[src/rtl/txq_pkg.sv]
// Shared definitions for the SPI transmit queue write port.
// Assumes radio state codes are supplied by an external state machine.
package txq_pkg;
    localparam logic [2:0] ST_IDLE  = 3'd0;
    localparam logic [2:0] ST_SLEEP = 3'd1;
    localparam logic [2:0] ST_TX    = 3'd2;
    localparam logic [2:0] ST_TXUF  = 3'd7;

    typedef enum logic [1:0] {
        PH_HDR    = 2'd0,
        PH_SINGLE = 2'd1,
        PH_BURST  = 2'd2,
        PH_SKIP   = 2'd3
    } phase_t;

    // Status byte: ready bit low, state code, saturated free count.
    function automatic logic [7:0] status_byte(input logic [2:0] st,
                                               input logic [3:0] free_sat);
        return {1'b0, st, free_sat};
    endfunction
endpackage

[src/rtl/txq_spi_sync.sv]
// Brings the serial lines into the system clock domain and detects the serial
// clock edges. Assumes the system clock is several times faster than the
// serial clock, and that STAGES is at least 2.
module txq_spi_sync #(
    parameter int STAGES = 2
) (
    input  logic clk,
    input  logic rst_n,
    input  logic sclk_in,
    input  logic cs_n_in,
    input  logic mosi_in,
    output logic sclk_rise,
    output logic sclk_fall,
    output logic cs_active,
    output logic mosi_s
);
    localparam int TOP = STAGES - 1;

    logic [TOP:0] sclk_q;
    logic [TOP:0] cs_q;
    logic [TOP:0] mosi_q;
    logic         sclk_d;

    // Synchroniser chains plus one delayed copy of the serial clock.
    always_ff @(posedge clk) begin
        if (!rst_n) begin
            sclk_q <= '0;
            cs_q   <= '1;
            mosi_q <= '0;
            sclk_d <= 1'b0;
        end else begin
            sclk_q <= {sclk_q[TOP-1:0], sclk_in};
            cs_q   <= {cs_q[TOP-1:0], cs_n_in};
            mosi_q <= {mosi_q[TOP-1:0], mosi_in};
            sclk_d <= sclk_q[TOP];
        end
    end

    assign sclk_rise = sclk_q[TOP] & ~sclk_d;
    assign sclk_fall = ~sclk_q[TOP] & sclk_d;
    assign cs_active = ~cs_q[TOP];
    assign mosi_s    = mosi_q[TOP];
endmodule

[src/rtl/txq_spi_frame.sv]
// Byte framing for mode-0 SPI. It shifts in bytes, decodes the command byte,
// issues one write pulse per stored data byte and shifts out a status byte
// for every byte. Assumes synchronised inputs and edge strobes from
// txq_spi_sync.
module txq_spi_frame
    import txq_pkg::*;
#(
    parameter logic [5:0] FIFO_ADDR = 6'h3F
) (
    input  logic       clk,
    input  logic       rst_n,
    input  logic       sclk_rise,
    input  logic       sclk_fall,
    input  logic       cs_active,
    input  logic       mosi_s,
    input  logic [2:0] radio_state,
    input  logic [3:0] free_sat,
    output logic       spi_miso,
    output logic       wr_en,
    output logic [7:0] wr_data
);
    logic [6:0] rx_sh;
    logic [2:0] bit_cnt;
    logic [7:0] tx_sh;
    phase_t     phase;
    logic [7:0] byte_in;
    logic       byte_done;
    logic       hdr_hit;
    logic [7:0] status_now;

    // Assemble the incoming byte and decode the command fields.
    always_comb begin
        byte_in    = {rx_sh, mosi_s};
        byte_done  = cs_active && sclk_rise && (bit_cnt == 3'd7);
        hdr_hit    = !byte_in[7] && (byte_in[5:0] == FIFO_ADDR);
        status_now = status_byte(radio_state, free_sat);
    end

    // Receive side: shift MOSI, count bits, follow the frame phase, pulse writes.
    always_ff @(posedge clk) begin
        if (!rst_n) begin
            rx_sh   <= '0;
            bit_cnt <= '0;
            phase   <= PH_HDR;
            wr_en   <= 1'b0;
            wr_data <= '0;
        end else begin
            wr_en <= 1'b0;
            if (!cs_active) begin
                bit_cnt <= '0;
                phase   <= PH_HDR;
            end else if (sclk_rise) begin
                rx_sh   <= byte_in[6:0];
                bit_cnt <= bit_cnt + 3'd1;
                if (bit_cnt == 3'd7) begin
                    case (phase)
                        PH_HDR:
                            phase <= hdr_hit ? (byte_in[6] ? PH_BURST : PH_SINGLE) : PH_SKIP;
                        PH_SINGLE: begin
                            wr_en   <= 1'b1;
                            wr_data <= byte_in;
                            phase   <= PH_HDR;
                        end
                        PH_BURST: begin
                            wr_en   <= 1'b1;
                            wr_data <= byte_in;
                        end
                        default: phase <= PH_SKIP;
                    endcase
                end
            end
        end
    end

    // Transmit side: reload status at each byte boundary, else shift left on falling edges.
    always_ff @(posedge clk) begin
        if (!rst_n) begin
            tx_sh <= '0;
        end else if (!cs_active) begin
            tx_sh <= status_now;
        end else if (sclk_fall) begin
            tx_sh <= (bit_cnt == 3'd0) ? status_now : {tx_sh[6:0], 1'b0};
        end
    end

    assign spi_miso = cs_active & tx_sh[7];

    // a single write returns to command decoding after its data byte.
    a_r2_single_returns: assert property (@(posedge clk) disable iff (!rst_n)
        (byte_done && phase == PH_SINGLE) |=> (phase == PH_HDR));

    // an ignored transaction never issues a write.
    a_r4_skip_no_write: assert property (@(posedge clk) disable iff (!rst_n)
        (phase == PH_SKIP) |-> !wr_en);

    // writes are isolated one-cycle pulses.
    a_r1_write_pulse: assert property (@(posedge clk) disable iff (!rst_n)
        wr_en |=> !wr_en);

    // bit counting restarts whenever select is released.
    a_r11_idle_realign: assert property (@(posedge clk) disable iff (!rst_n)
        !cs_active |=> (bit_cnt == 3'd0 && phase == PH_HDR));
endmodule

[src/rtl/txq_fifo.sv]
// Byte queue with a sticky overflow flag, a flush gated by the radio state and
// an automatic clear on sleep entry. Assumes DEPTH is a power of two of at
// least 16. Clearing takes priority over a write or pop in the same cycle.
module txq_fifo
    import txq_pkg::*;
#(
    parameter int DEPTH = 64
) (
    input  logic       clk,
    input  logic       rst_n,
    input  logic       wr_en,
    input  logic [7:0] wr_data,
    input  logic       pop_ack,
    input  logic       flush_req,
    input  logic [2:0] radio_state,
    output logic       pop_valid,
    output logic [7:0] pop_data,
    output logic [3:0] free_sat,
    output logic       overflow
);
    localparam int AW = $clog2(DEPTH);
    localparam int CW = $clog2(DEPTH + 1);
    localparam logic [CW-1:0] FULL = CW'(DEPTH);
    localparam logic [CW-1:0] SAT  = CW'(15);

    logic [7:0]    mem [DEPTH];
    logic [AW-1:0] wp;
    logic [AW-1:0] rp;
    logic [CW-1:0] count;
    logic [CW-1:0] free_cnt;
    logic          sleep_q;
    logic          sleep_entry;
    logic          flush_ok;
    logic          clr;
    logic          do_wr;
    logic          do_rd;

    // Decode clear sources and accepted accesses.
    always_comb begin
        sleep_entry = (radio_state == ST_SLEEP) && !sleep_q;
        flush_ok    = flush_req && ((radio_state == ST_IDLE) || (radio_state == ST_TXUF));
        clr         = flush_ok || sleep_entry;
        do_wr       = wr_en && (count != FULL);
        do_rd       = pop_ack && (count != '0);
        free_cnt    = FULL - count;
        free_sat    = (free_cnt > SAT) ? 4'hF : free_cnt[3:0];
    end

    // Storage array; holds no reset since contents are qualified by count.
    always_ff @(posedge clk) begin
        if (do_wr && !clr) mem[wp] <= wr_data;
    end

    // Pointers, occupancy, overflow flag and sleep-state history.
    always_ff @(posedge clk) begin
        if (!rst_n) begin
            wp       <= '0;
            rp       <= '0;
            count    <= '0;
            overflow <= 1'b0;
            sleep_q  <= 1'b0;
        end else begin
            sleep_q <= (radio_state == ST_SLEEP);
            if (clr) begin
                wp       <= '0;
                rp       <= '0;
                count    <= '0;
                overflow <= 1'b0;
            end else begin
                if (do_wr) wp <= wp + 1'b1;
                if (do_rd) rp <= rp + 1'b1;
                count <= count + CW'(do_wr) - CW'(do_rd);
                if (wr_en && (count == FULL)) overflow <= 1'b1;
            end
        end
    end

    assign pop_valid = (count != '0);
    assign pop_data  = mem[rp];

    // occupancy never exceeds the depth.
    a_r7_no_overflow: assert property (@(posedge clk) disable iff (!rst_n)
        count <= FULL);

    // a write into a full queue is dropped and flagged.
    a_r7_drop_full: assert property (@(posedge clk) disable iff (!rst_n)
        (wr_en && count == FULL && !pop_ack && !clr) |=> (count == FULL && overflow));

    // an accepted flush leaves the queue empty with the flag clear.
    a_r8_flush_empties: assert property (@(posedge clk) disable iff (!rst_n)
        flush_ok |=> (count == '0 && !overflow));

    // a flush in a disallowed state changes nothing.
    a_r8_flush_gated: assert property (@(posedge clk) disable iff (!rst_n)
        (flush_req && radio_state != ST_IDLE && radio_state != ST_TXUF &&
         radio_state != ST_SLEEP && !wr_en && !pop_ack) |=> ($stable(count) && $stable(overflow)));

    // entering sleep empties the queue.
    a_r9_sleep_clear: assert property (@(posedge clk) disable iff (!rst_n)
        sleep_entry |=> (count == '0 && !overflow));

    // an accepted pop removes exactly one entry.
    a_r10_pop_one: assert property (@(posedge clk) disable iff (!rst_n)
        (pop_ack && count != '0 && !wr_en && !clr) |=> (count == $past(count) - CW'(1)));
endmodule

[src/rtl/txq_spi_port.sv]
// Top level of the SPI transmit queue write port. It joins the input
// synchroniser, the byte framer and the queue. Assumes the host uses mode 0
// and the system clock runs well above the serial clock rate.
module txq_spi_port
    import txq_pkg::*;
#(
    parameter int         DEPTH       = 64,
    parameter logic [5:0] FIFO_ADDR   = 6'h3F,
    parameter int         SYNC_STAGES = 2
) (
    input  logic       clk,
    input  logic       rst_n,
    input  logic       spi_sclk,
    input  logic       spi_cs_n,
    input  logic       spi_mosi,
    output logic       spi_miso,
    input  logic [2:0] radio_state,
    input  logic       flush_req,
    input  logic       pop_ack,
    output logic       pop_valid,
    output logic [7:0] pop_data,
    output logic       overflow
);
    logic       sclk_rise;
    logic       sclk_fall;
    logic       cs_active;
    logic       mosi_s;
    logic       wr_en;
    logic [7:0] wr_data;
    logic [3:0] free_sat;

    txq_spi_sync #(.STAGES(SYNC_STAGES)) u_sync (
        .clk       (clk),
        .rst_n     (rst_n),
        .sclk_in   (spi_sclk),
        .cs_n_in   (spi_cs_n),
        .mosi_in   (spi_mosi),
        .sclk_rise (sclk_rise),
        .sclk_fall (sclk_fall),
        .cs_active (cs_active),
        .mosi_s    (mosi_s)
    );

    txq_spi_frame #(.FIFO_ADDR(FIFO_ADDR)) u_frame (
        .clk         (clk),
        .rst_n       (rst_n),
        .sclk_rise   (sclk_rise),
        .sclk_fall   (sclk_fall),
        .cs_active   (cs_active),
        .mosi_s      (mosi_s),
        .radio_state (radio_state),
        .free_sat    (free_sat),
        .spi_miso    (spi_miso),
        .wr_en       (wr_en),
        .wr_data     (wr_data)
    );

    txq_fifo #(.DEPTH(DEPTH)) u_fifo (
        .clk         (clk),
        .rst_n       (rst_n),
        .wr_en       (wr_en),
        .wr_data     (wr_data),
        .pop_ack     (pop_ack),
        .flush_req   (flush_req),
        .radio_state (radio_state),
        .pop_valid   (pop_valid),
        .pop_data    (pop_data),
        .free_sat    (free_sat),
        .overflow    (overflow)
    );
endmodule

[config.mk]
export PLATFORM = sky130hd
export DESIGN_NAME = txq_spi_port
export DESIGN_NICKNAME = d
export VERILOG_FILES = /design/src/rtl/txq_pkg.sv /design/src/rtl/txq_spi_sync.sv /design/src/rtl/txq_spi_frame.sv /design/src/rtl/txq_fifo.sv /design/src/rtl/txq_spi_port.sv
export SDC_FILE = /design/constraint.sdc
export NUM_CORES = 1
export LEC_CHECK = 0
export ABC_CLOCK_PERIOD_IN_PS = 3560
export BUFFER_PORTS_ARGS = -buffer_cell sky130_fd_sc_hd__buf_2
export CORE_UTILIZATION = 60
export CTS_BUF_LIST = sky130_fd_sc_hd__clkbuf_4
export DETAILED_ROUTE_END_ITERATION = 8
export PLACE_DENSITY = 0.76
export RECOVER_POWER = 25
export SYNTH_ARGS = -nofsm -noshare
export SYNTH_HDL_FRONTEND = slang
export SYNTH_SLANG_ARGS = --single-unit
[constraint.sdc]
create_clock -name clk -period 3.56 [get_ports clk]
set_clock_uncertainty 0.15 [all_clocks]
set_input_delay 0 -clock clk [delete_from_list [all_inputs] [get_ports clk]]
set_output_delay 0 -clock clk [all_outputs]
set_load 0.03 [all_outputs]
==> impl_metrics.ini <==
[status]
status = complete, but fails checks
violations = max-capacitance violations, max-slew violations

[cells_and_area]
drive_above_1_share_pct = 31.1
layout.cells.most_common_list = edfxtp_1, clkbuf_4, mux4_2, nor2_1, buf_4
multiInputGateArea_um2 = 5640
area_growth_pct = 14.2
seq_area_um2 = 16600
fin_area_um2 = 25900
utilization_pct = 70.3
nFillCells = 2289
num-nets-final = 1480
final_common_cell = edfxtp_1

[clock_network]
root_buffer = clkbuf_4
htreeDepth = 4
cts_tree = built
clock_latency_ns = 0.83
cts_buffer_depth = 3
cts_buffers = 141
path_clk_slew_ns = 0.07
clock_sinks = 575

[setup_path]
critPathKind = reg2out
arrival_ns = 3.28
startpoint_type = flip-flop
cp.required_ns = 3.41
crit_fanout = 41
cp-end-kind = primary output

[yosys]
synth_area_leader_cell = edfxtp_1
synth_area_per_cell_um2 = 18.6
synth_edf_count = 512
syn-num-nets = 1249
yosys-top-cells-area = edfxtp_1, mux4_2, dfxtp_1, nor2_1, mux2i_1
yosys_most_used_dff = edfxtp_1
yosysWarnings = 0
ys_ff_latch = 575
synth_cell_types = 54
ys_seq_area_share_pct = 73.3
synth_top_area_share_pct = 67.8
netlist_area_um2 = 22700
syn_inst = 1218
synth_async_sr_flop_share_pct = 0

[worst_hold_path]
hold_class = in2reg

[timing]
finalCriticalPeriod_ns = 3.43
hold_violations = 0
post-route-period-util_pct = 96.5
max_freq_ghz = 0.291
max_slew_margin_pct = -37.7
report.final.slew_viol_count = 235
rsz0062_at_grt = false
worstMarginPinSlew_ns = 2.06
finalSetupViolations = 0

[global_route]
antenna_found_initial = 1
grt_pass1_wl_um = 75100
grt_max_degree = 66
track_usage_pct = 26.8
grt-ovfl-total = 0
grt_pass1_vias = 12700

[drt]
wirelength_um = 49900
dr.pass1.iters = 5
vias = 12500
wl_per_cell_um = 24.4
viasPerCell = 6.12
drc = 0
ant_nets = 0
drtIter0Drc = 1206

[place]
place_area_um2 = 23900
portBuffers = 20
gp_congestion = 0.864
dp_hpwl_um = 30400

[power]
p_total_mw = 14.6
p_leak_nw = 8.64
ir_worst_vdd_mv = 0.465
powerDensity_nw_per_um2 = 563

[die]
core_um2 = 36900
num_rows = 70
io_pins = 21
start_util_pct = 61.5
fp.dieH_um = 196
design.die.area_um2 = 38600
fp.dieW_um = 196

[run]
maxCapViolCount = 5
[what timing repair did]
action / 4_1_cts / 5_1_grt
endpoints found under the hold margin: 100 / 0
resized for setup: 3 / 1
hold buffers: 22 / 0
setup buffers: 1 / 4
endpoints found under the setup margin: 8 / 6
pin swaps: 0 / 0
[synth_stat cells (6+ instances only)]
library cell	n
clkbuf_1	22
buf_2	18
a211oi_1	8
inv_1	20
nand4_1	6
ha_1	20
nand2_1	56
a22o_1	6
o22ai_1	16
mux2i_1	30
xor2_1	8
and3_1	6
mux4_2	123
nand3_1	14
nor2_1	103
buf_6	8
nor2b_1	13
dfxtp_1	63
a21oi_1	32
edfxtp_1	512
o21ai_0	10
xnor2_1	11
buf_4	10
nand2b_1	8
o221ai_1	12
and2_1	9
mux4_1	7
[per-stage QoR]
step / hold WS [ns] / setup WS [ns] / std cells / setup TNS, ns
2_1_floorplan: -0.0485 / 0.683 / 1218 / 0
3_3_place_gp: 0.0351 / 0.603 / 1783 / 0
3_5_place_dp: 0.0368 / 0.493 / 1783 / 0
4_1_cts: 0.0155 / -0.00388 / 2038 / -0.00388
5_1_grt: 0.190 / 0.0411 / 2043 / 0
6_report: 0.180 / 0.125 / 2043 / 0
[worst paths after layout]
| check | from | endpoint | slack (ns) | cells after the start |
|---|---|---|---|---|
| setup reg to reg | u_fifo.count[1] | u_fifo.count[6] | 0.47 | 14 |
| hold / removal | rst_n | u_frame.bit_cnt[2] | 0.18 | 4 |
| hold reg to reg | u_sync.mosi_q[0] | u_sync.mosi_q[1] | 0.29 | 1 |
| setup / recovery | flip-flop | pop_data[5] | 0.13 | 6 |
[flip-flops by register name, indices dropped and copies added, names as in the netlist, 3 cells and up, named ones only]
name,cells
u_fifo.mem,512
u_frame.tx_sh,8
u_frame.wr_data,8
u_fifo.count,7
u_frame.rx_sh,7
u_fifo.rp,6
u_fifo.wp,6
u_frame.bit_cnt,3
[metal layers]
metal / up-vias / routed length [um] / track usage, % / share of wire [%]
met1: 6382 / 20100 / 37.3 / 40
met2: 618 / 24200 / 41.8 / 49
met5: - / 0 / 0 / 0
li1: 5424 / - / - / -
met3: 81 / 4460 / 6.13 / 8.9
met4: 0 / 1070 / 10.5 / 2.2
[power breakdown]
part           total (mW)  internal (mW)  switching (mW)  leakage (nW)
Combinational        1.91          0.966           0.941          2.33
Sequential           7.36           7.29          0.0711          5.26
Clock                5.32           2.86            2.45          1.05
Total                14.6           11.1            3.46          8.64
[cell type report]
| class | instances | area share, % |
|---|---|---|
| clock inverters | 24 | 0.667 |
| clock buffers | 208 | 6.03 |
| flip-flops and latches | 575 | 64.3 |
| well taps | 504 | 2.43 |
| repair buffers | 147 | 4.53 |
| inverters | 21 | 0.304 |
| multi-input cells | 563 | 21.8 |
| diodes | 1 | 0.00966 |
[logic make-up after synthesis]
| family | count (synthesis) | share of synthesized area [%] |
|---|---|---|
| AO/OA/AOI/OAI | 117 | 3.43 |
| adder cells (fa/ha/maj) | 21 | 1.19 |
| multiplexers | 163 | 14.5 |
| XOR/XNOR | 19 | 0.733 |
| buffers and inverters | 80 | 1.85 |
| flip-flops | 575 | 73.3 |
| AND/OR/NAND/NOR | 243 | 4.97 |
[worst max-delay path, stage by stage, from the launching register on]
cell and delay (ns):
dfxtp_4 0.54, buf_16 0.28, mux4_2 0.57, mux2i_1 0.31, a21oi_1 0.23, a22o_1 0.31, buf_2 0.18
Note: power is estimated with default switching activity, not from simulation.
